`src/rtl/irqx_pkg.sv`:
```
package irqx_pkg;

    // register selected by a bus address
    typedef enum logic [2:0] {
        SEL_NONE = 3'd0,
        SEL_PEND = 3'd1,
        SEL_LIVE = 3'd2,
        SEL_ENSET = 3'd3,
        SEL_ENCLR = 3'd4
    } reg_sel_e;

endpackage

```
`src/rtl/irqx_sync.sv`:
```
module irqx_sync #(
    parameter int W      = 16,
    parameter int STAGES = 2
) (
    input  logic         clk,
    input  logic         rst_n,
    input  logic [W-1:0] async_i,
    output logic [W-1:0] sync_o
);

    typedef struct packed {
        logic [STAGES-1:0][W-1:0] chain;
    } sync_t;

    sync_t st_d, st_q;

    always_comb begin
        st_d = st_q;
        st_d.chain[0] = async_i;
        for (int s = 1; s < STAGES; s++) begin
            st_d.chain[s] = st_q.chain[s-1];
        end
    end

    always_ff @(posedge clk or negedge rst_n) begin
        if (!rst_n) begin
            st_q <= '0;
        end else begin
            st_q <= st_d;
        end
    end

    assign sync_o = st_q.chain[STAGES-1];

endmodule

```
`src/rtl/irqx_capture.sv`:
```
module irqx_capture #(
    parameter int W = 16
) (
    input  logic         clk,
    input  logic         rst_n,
    input  logic [W-1:0] level_i,
    input  logic [W-1:0] clear_i,
    output logic [W-1:0] pending_o,
    output logic [W-1:0] edge_o
);

    typedef struct packed {
        logic [W-1:0] prev;
        logic [W-1:0] pend;
    } cap_t;

    cap_t st_d, st_q;
    logic [W-1:0] rise;

    // one slice per line: a new edge beats a same-cycle clear
    for (genvar g = 0; g < W; g++) begin : g_line
        assign rise[g] = level_i[g] & ~st_q.prev[g];
    end

    always_comb begin
        st_d      = st_q;
        st_d.prev = level_i;
        st_d.pend = (st_q.pend & ~clear_i) | rise;
    end

    always_ff @(posedge clk or negedge rst_n) begin
        if (!rst_n) begin
            st_q <= '0;
        end else begin
            st_q <= st_d;
        end
    end

    assign pending_o = st_q.pend;
    assign edge_o    = rise;

endmodule

```
`src/rtl/irqx_mask.sv`:
```
module irqx_mask #(
    parameter int W = 16
) (
    input  logic         clk,
    input  logic         rst_n,
    input  logic [W-1:0] set_i,
    input  logic [W-1:0] clr_i,
    output logic [W-1:0] mask_o
);

    typedef struct packed {
        logic [W-1:0] en;
    } mask_t;

    mask_t st_d, st_q;

    always_comb begin
        st_d    = st_q;
        st_d.en = (st_q.en | set_i) & ~clr_i;
    end

    always_ff @(posedge clk or negedge rst_n) begin
        if (!rst_n) begin
            st_q <= '0;
        end else begin
            st_q <= st_d;
        end
    end

    assign mask_o = st_q.en;

endmodule

```
`src/rtl/irqx_expander.sv`:
```
module irqx_expander
    import irqx_pkg::*;
#(
    parameter int          N_LINES   = 16,
    parameter int          ADDR_W    = 8,
    parameter int          SYNC_STG  = 2,
    parameter logic [7:0]  OFF_PEND  = 8'h16,
    parameter logic [7:0]  OFF_LIVE  = 8'h18,
    parameter logic [7:0]  OFF_ENSET = 8'h1A,
    parameter logic [7:0]  OFF_ENCLR = 8'h1C
) (
    input  logic               clk,
    input  logic               rst_n,
    input  logic [N_LINES-1:0] irq_src,
    input  logic [ADDR_W-1:0]  bus_addr,
    input  logic               bus_wr,
    input  logic               bus_rd,
    input  logic [N_LINES-1:0] bus_wdata,
    output logic [N_LINES-1:0] bus_rdata,
    output logic               irq_out
);

    localparam int DW = N_LINES;

    function automatic reg_sel_e decode(input logic [ADDR_W-1:0] a);
        reg_sel_e r;
        r = SEL_NONE;
        if (a == ADDR_W'(OFF_PEND))  r = SEL_PEND;
        if (a == ADDR_W'(OFF_LIVE))  r = SEL_LIVE;
        if (a == ADDR_W'(OFF_ENSET)) r = SEL_ENSET;
        if (a == ADDR_W'(OFF_ENCLR)) r = SEL_ENCLR;
        return r;
    endfunction

    typedef struct packed {
        logic [DW-1:0] rdata;
    } rd_t;

    reg_sel_e      sel;
    logic [DW-1:0] live;
    logic [DW-1:0] status_q;
    logic [DW-1:0] mask_q;
    logic [DW-1:0] edge_vec;
    logic [DW-1:0] pend_clr;
    logic [DW-1:0] en_set;
    logic [DW-1:0] en_clr;
    rd_t           rd_d, rd_q;

    assign sel      = decode(bus_addr);
    assign pend_clr = (bus_wr && sel == SEL_PEND)  ? bus_wdata : '0;
    assign en_set   = (bus_wr && sel == SEL_ENSET) ? bus_wdata : '0;
    assign en_clr   = (bus_wr && sel == SEL_ENCLR) ? bus_wdata : '0;

    irqx_sync #(.W(DW), .STAGES(SYNC_STG)) u_sync (
        .clk     (clk),
        .rst_n   (rst_n),
        .async_i (irq_src),
        .sync_o  (live)
    );

    irqx_capture #(.W(DW)) u_cap (
        .clk       (clk),
        .rst_n     (rst_n),
        .level_i   (live),
        .clear_i   (pend_clr),
        .pending_o (status_q),
        .edge_o    (edge_vec)
    );

    irqx_mask #(.W(DW)) u_mask (
        .clk    (clk),
        .rst_n  (rst_n),
        .set_i  (en_set),
        .clr_i  (en_clr),
        .mask_o (mask_q)
    );

    always_comb begin
        rd_d = rd_q;
        if (bus_rd) begin
            unique case (sel)
                SEL_PEND:  rd_d.rdata = status_q;
                SEL_LIVE:  rd_d.rdata = live;
                SEL_ENSET: rd_d.rdata = mask_q;
                SEL_ENCLR: rd_d.rdata = mask_q;
                default:   rd_d.rdata = '0;
            endcase
        end
    end

    always_ff @(posedge clk or negedge rst_n) begin
        if (!rst_n) begin
            rd_q <= '0;
        end else begin
            rd_q <= rd_d;
        end
    end

    assign bus_rdata = rd_q.rdata;
    assign irq_out   = |(status_q & mask_q);

endmodule

```
`config.mk`:
```
export PLATFORM = sky130hd
export DESIGN_NAME = irqx_expander
export DESIGN_NICKNAME = d
export VERILOG_FILES = /design/src/rtl/irqx_pkg.sv /design/src/rtl/irqx_sync.sv /design/src/rtl/irqx_capture.sv /design/src/rtl/irqx_mask.sv /design/src/rtl/irqx_expander.sv
export SDC_FILE = /design/constraint.sdc
export NUM_CORES = 1
export LEC_CHECK = 0
export CAP_MARGIN = 5
export CORE_MARGIN = 1.5
export CORE_UTILIZATION = 52
export CTS_CLUSTER_SIZE = 10
export DETAILED_ROUTE_END_ITERATION = 8
export PLACE_DENSITY_LB_ADDON = 0.15
export SLEW_MARGIN = 20
export SYNTH_ARGS = -nofsm -noshare
export SYNTH_HDL_FRONTEND = slang
export SYNTH_SLANG_ARGS = --single-unit
```
`constraint.sdc`:
```
create_clock -name clk -period 1.25 [get_ports clk]
set_input_delay 0.1875 -clock clk [delete_from_list [all_inputs] [get_ports clk]]
set_output_delay 0.1875 -clock clk [all_outputs]
set_load 0.02 [all_outputs]
```
* Word-level counts from Yosys, hierarchy flattened *
Cells that the tools add are included.

storage, ports and cells
  input port bits = 44
  register bits after elaboration = 96

cells by class
  equal/unequal tests = 8
  muxes and demuxes = 8
  bitwise logic cells = 39
  reductions and logical operators = 5

operators by type and width
  operator            number
  $and 16x16->16      3
  $mux 16             3
  $pmux 16 s3         1
  $eq 8x5->1 const B  4
  $not 16->16         2
  $or 16x16->16       2
  $and 1x1->1         16
  $not 1->1           16
  $reduce_or 16->1    1
  $eq 3x2->1 const B  2
  $mux 3              2
  $eq 3x1->1 const B  1
  $eq 3x3->1 const B  1
  $logic_and 1x1->1   3
  $mux 2              1
  $reduce_or 2->1     1
  $mux 1              1

* Longest topological paths before layout *
  depth after elaboration = 11
  gate-level depth with buffers = 6
  mapped depth without buffers = 4

* Modules after synthesis *
Synthesis repeated with hierarchy kept, for this count alone.

second synthesis, totals
  cells, all modules = 323
  area total of the unflattened synthesis = 4107.7 um^2

by module, submodules not included
  module         seq. area each (um^2)  area an instance (um^2)  instances  cells an instance
  irqx_expander  400.4                  1425.1                   1          163
  irqx_capture   800.8                  1321.3                   1          96
  irqx_sync      800.8                  800.8                    1          32
  irqx_mask      400.4                  560.5                    1          32

* Least setup slack after synthesis *
Ideal clock, no wire load.

  path type = in2reg
  from = in bus_addr[5]
  to = reg u_cap.st_q, in the netlist u_cap.pending_o[10]
  arrival time = 1548 ps
  required time = 1129 ps
  stages = 5
  setup slack = -419 ps
  cells stage by stage = or4b_4 -> nor4_4 -> buf_6 -> nand2_1 -> a22o_1

RTL lines
  what                  line                 text
  start, declared       irqx_expander.sv:15  input logic [ADDR_W-1:0] bus_addr,
  end signal, assigned  irqx_capture.sv:35   st_q <= st_d;
  end, declared         irqx_capture.sv:17   cap_t st_d, st_q;

* Worst setup path after layout *
  from = reg u_cap.st_q, in the netlist u_cap.pending_o[10]
  to = out irq_out

on the way
  cells in the longest elaborated chain, start to end = 2

RTL lines
  what              line                  text
  $and 16x16->16    irqx_expander.sv:100  assign irq_out = |(status_q & mask_q);
  $reduce_or 16->1  irqx_expander.sv:100
  end, declared     irqx_expander.sv:20   output logic irq_out

No other way between the ends.

==> summary.txt <==
Setup path
  – Worst setup EP type: primary output
  – Crit start category: register
  – Cells along the critical path: a22o_1, a221oi_2, nand4_1, buf_4
  – Kind of critical path: register to primary output
  – Max FO, Critical Path: 2
  – Critical Path Slowest Stage Cell: dfrtp_1
  – Worst Path Arrival: roughly 1600 ps
  – Slowest stage delay, CP: 410 ps
  – Critical Path RT: 1060 ps

Floorplanning
  – CORE AREA: 6719 um^2
  – Chip Height: about 86 um
  – Row count: 30
  – Initial Utilization: a little over half
  – Full die area: 7396 um^2
  – Top Ports: 61
  – Die width: 86 um

Timing
  – Final Slew Violations: 0
  – RSZ-0062 raised after global routing: yes
  – Max Clk Rate: 558.6 MHz
  – Setup_tns: -7271 ps
  – Setup Viol. Count Final: 49
  – Fin crit share: 143.2%
  – Setup WS post-layout: -540.1 ps
  – Slew at the pin closest to its max-slew limit: 343.5 ps
  – Period minus WS final: roughly 1800 ps
  – Final hold viol count: 0
  – Slew HR: 77.03%
  – Final Skew: around 13 ps

Cells and area
  – Most common cell after layout, fill and taps aside: dfrtp_1
  – Fin nets: 454
  – Layout cells sized above 1: 45.54%
  – Multi-input logic area: about 1400 um^2
  – Area growth syn-to-layout: 50.61%
  – Most frequent cells in the layout: 96 x dfrtp_1, 55 x buf_4, 34 x a21oi_2, 34 x clkdlybuf4s50_1, 20 x a22o_1
  – Fillcell total: 386
  – Post-route cell area: 5395 um^2
  – Antenna diode count: 0
  – FF+latch area: 2402 um^2
  – Final Util: 80.30%

Placed design
  – Routability congestion estimate: 0.7936
  – Placed Area: around 4700 um^2
  – Port Buffers: 60
  – Post-DP HPWL: 5597 um

Clock network
  – Clk root buf: clkbuf_8
  – Reg clk slew, reported paths: ~100 ps
  – CTS tree: built
  – Clock latency on the worst-skew pair: 360 ps
  – Max Root-Sink Buffers: 2
  – H-tree level count: 3
  – Inserted Clock Buffers: 9
  – # clock sinks: 96

Power
  – Combinational Power Share: 10.7%
  – Pint: 4.276 mW
  – Leakage: roughly 2.4 nW
  – Total power: about 5.8 mW
  – Pwr dens: 1072 nW/um^2
  – Clk pwr share: about a third
  – Sequential power share: approximately 56%
  – Switching share of power: 26.07%
  – NetSw: 1.508 mW
  – Worst vdd ir: 0.8953 mV

Run status
  – Failing checks: setup timing
  – Status: finished, violations left

Logic synthesis
  – Mean Syn Cell Area: between 10 and 15 um^2
  – Distinct cells, synth: 25
  – Synth Warn #: 0
  – Synth Cell Area: 3582 um^2
  – Seq/Total Area, Yosys: 67.06%
  – Net Count, Synth: about 320
  – Synthesized instance count: 275
  – FF+latch count, synth: 96

Routing
  – Vias per inst: approximately 5.6
  – 1st-pass router iterations: 4
  – 1st-iter DRT viols: 142
  – DR vias: 2769
  – Final wirelength: 9751 um
  – Wirelength per Cell: 19.70 um
  – Post-DRT Antenna Nets: 0
  – DRC viols: 0

Global route
  – Initial antenna violation count: 0
  – Vias in the first global route: roughly 2900
  – First-pass GRT wire length: ~15000 um
  – Largest net degree at the start of global routing: 28
  – All-Layer GR Usage: 26.61%
  – GR Overflow Total: 0

Worst hold path
  – Class of the worst hold path: input port to register

Flow run
  – Number of max-cap violations: 0
-- worst paths after layout --
kind / depth (start not counted) / startpoint / endpoint / slack, ps
max: 4 / u_cap.pending_o[10] / irq_out / -540
min: 1 / irq_src[3] / u_sync.st_d[19] / 250
max reg2reg: 5 / u_cap.pending_o[13] / bus_rdata[13] / 90
min reg2reg: 0 / u_sync.st_d[20] / u_sync.sync_o[4] / 350
max in group asynchronous: 3 / rst_n / u_sync.sync_o[9] / 530
min in group asynchronous: 2 / rst_n / u_sync.st_d[27] / 270
-- worst max-delay path: cells and delay by family (launching register included) --
family          cells  cell delay [ps]
compound gates      2              480
flops               1              410
buf+inv             1              190
simple gates        1              150
-- area by class of cell --
cell class	count	share of cell area, %
Sequential cell	96	44.53
Multi-Input combinational cell	153	25.63
Timing Repair Buffer	133	23.40
Clock buffer	9	2.296
Tap cell	80	1.855
Inverter	17	1.183
Clock inverter	7	1.113
-- cell families after synthesis --
family	share of synthesized area [%]
AO/OA/AOI/OAI	20.26
AND/OR/NAND/NOR	8.907
flip-flops	67.06
XOR/XNOR	0.4891
buffers and inverters	3.283
-- through the flow --
step	hold slack, ps	worst slack [ps]	cells
floorplan	-108.1	-413.4	275
finish	248.3	-540.1	495
global route	225.8	-601.4	495
global placement	112.2	-740.8	458
detailed placement	115.6	-801.3	458
CTS	236.0	-499.9	484
-- per-layer routing --
metal	up-vias	share of wire [%]	wire (um)	track usage, %
li1	1252	-	-	-
met1	1402	42	4118	33.90
met2	95	50	4913	44.02
met3	20	5.3	513	7.892
met4	0	2.1	206	8.651
met5	-	0	0	0
-- timing repair --
| item | CTS | global route |
|---|---|---|
| setup endpoints to repair | 65 | 62 |
| hold buffers | 1 | 0 |
| buffers inserted | 5 | 10 |
| gates resized for setup | 93 | 60 |
| endpoints found under the hold margin | 19 | 0 |
| cloned | 4 | 1 |
| pin swaps | 8 | 26 |
-- power groups by stage --
stage	registers, mW	clock network, mW	logic, mW
2_1_floorplan	3.32	0	0.149
3_3_place_gp	3.32	0	0.518
3_5_place_dp	3.32	0	0.530
4_1_cts	3.26	1.94	0.553
5_1_grt	3.28	2.08	0.661
6_report	3.27	1.90	0.619
-- sequential cells by signal, summed over array words and instances (netlist names) --
name	cells
u_cap.pending_o	16
u_sync.st_d	16
u_cap.st_q	16
u_mask.mask_o	16
u_sync.sync_o	16
bus_rdata	16
-- synthesized netlist by cell type --
| library cell | n | area share (%) |
|---|---|---|
| a21oi_1 | 38 | 5.3 |
| a21oi_2 | 10 | 2.4 |
| a221oi_1 | 4 | 0.98 |
| a22o_1 | 20 | 4.9 |
| a22oi_1 | 16 | 3.4 |
| buf_2 | 4 | 0.56 |
| buf_6 | 2 | 0.63 |
| clkbuf_1 | 3 | 0.31 |
| dfrtp_1 | 96 | 67 |
| inv_1 | 17 | 1.8 |
| nand2_1 | 18 | 1.9 |
| nand2b_1 | 1 | 0.17 |
| nand3_1 | 1 | 0.14 |
| nand3b_1 | 2 | 0.42 |
| nand4_1 | 1 | 0.17 |
| nor2_1 | 2 | 0.21 |
| nor2b_1 | 16 | 2.8 |
| nor3_4 | 1 | 0.45 |
| nor4_4 | 2 | 1.2 |
| nor4b_2 | 1 | 0.42 |
| nor4b_4 | 1 | 0.66 |
| o21ai_1 | 6 | 0.84 |
| o21ai_2 | 10 | 2.4 |
| or4b_4 | 1 | 0.38 |
| xnor2_1 | 2 | 0.49 |
Power figures use the tool's default switching activity.
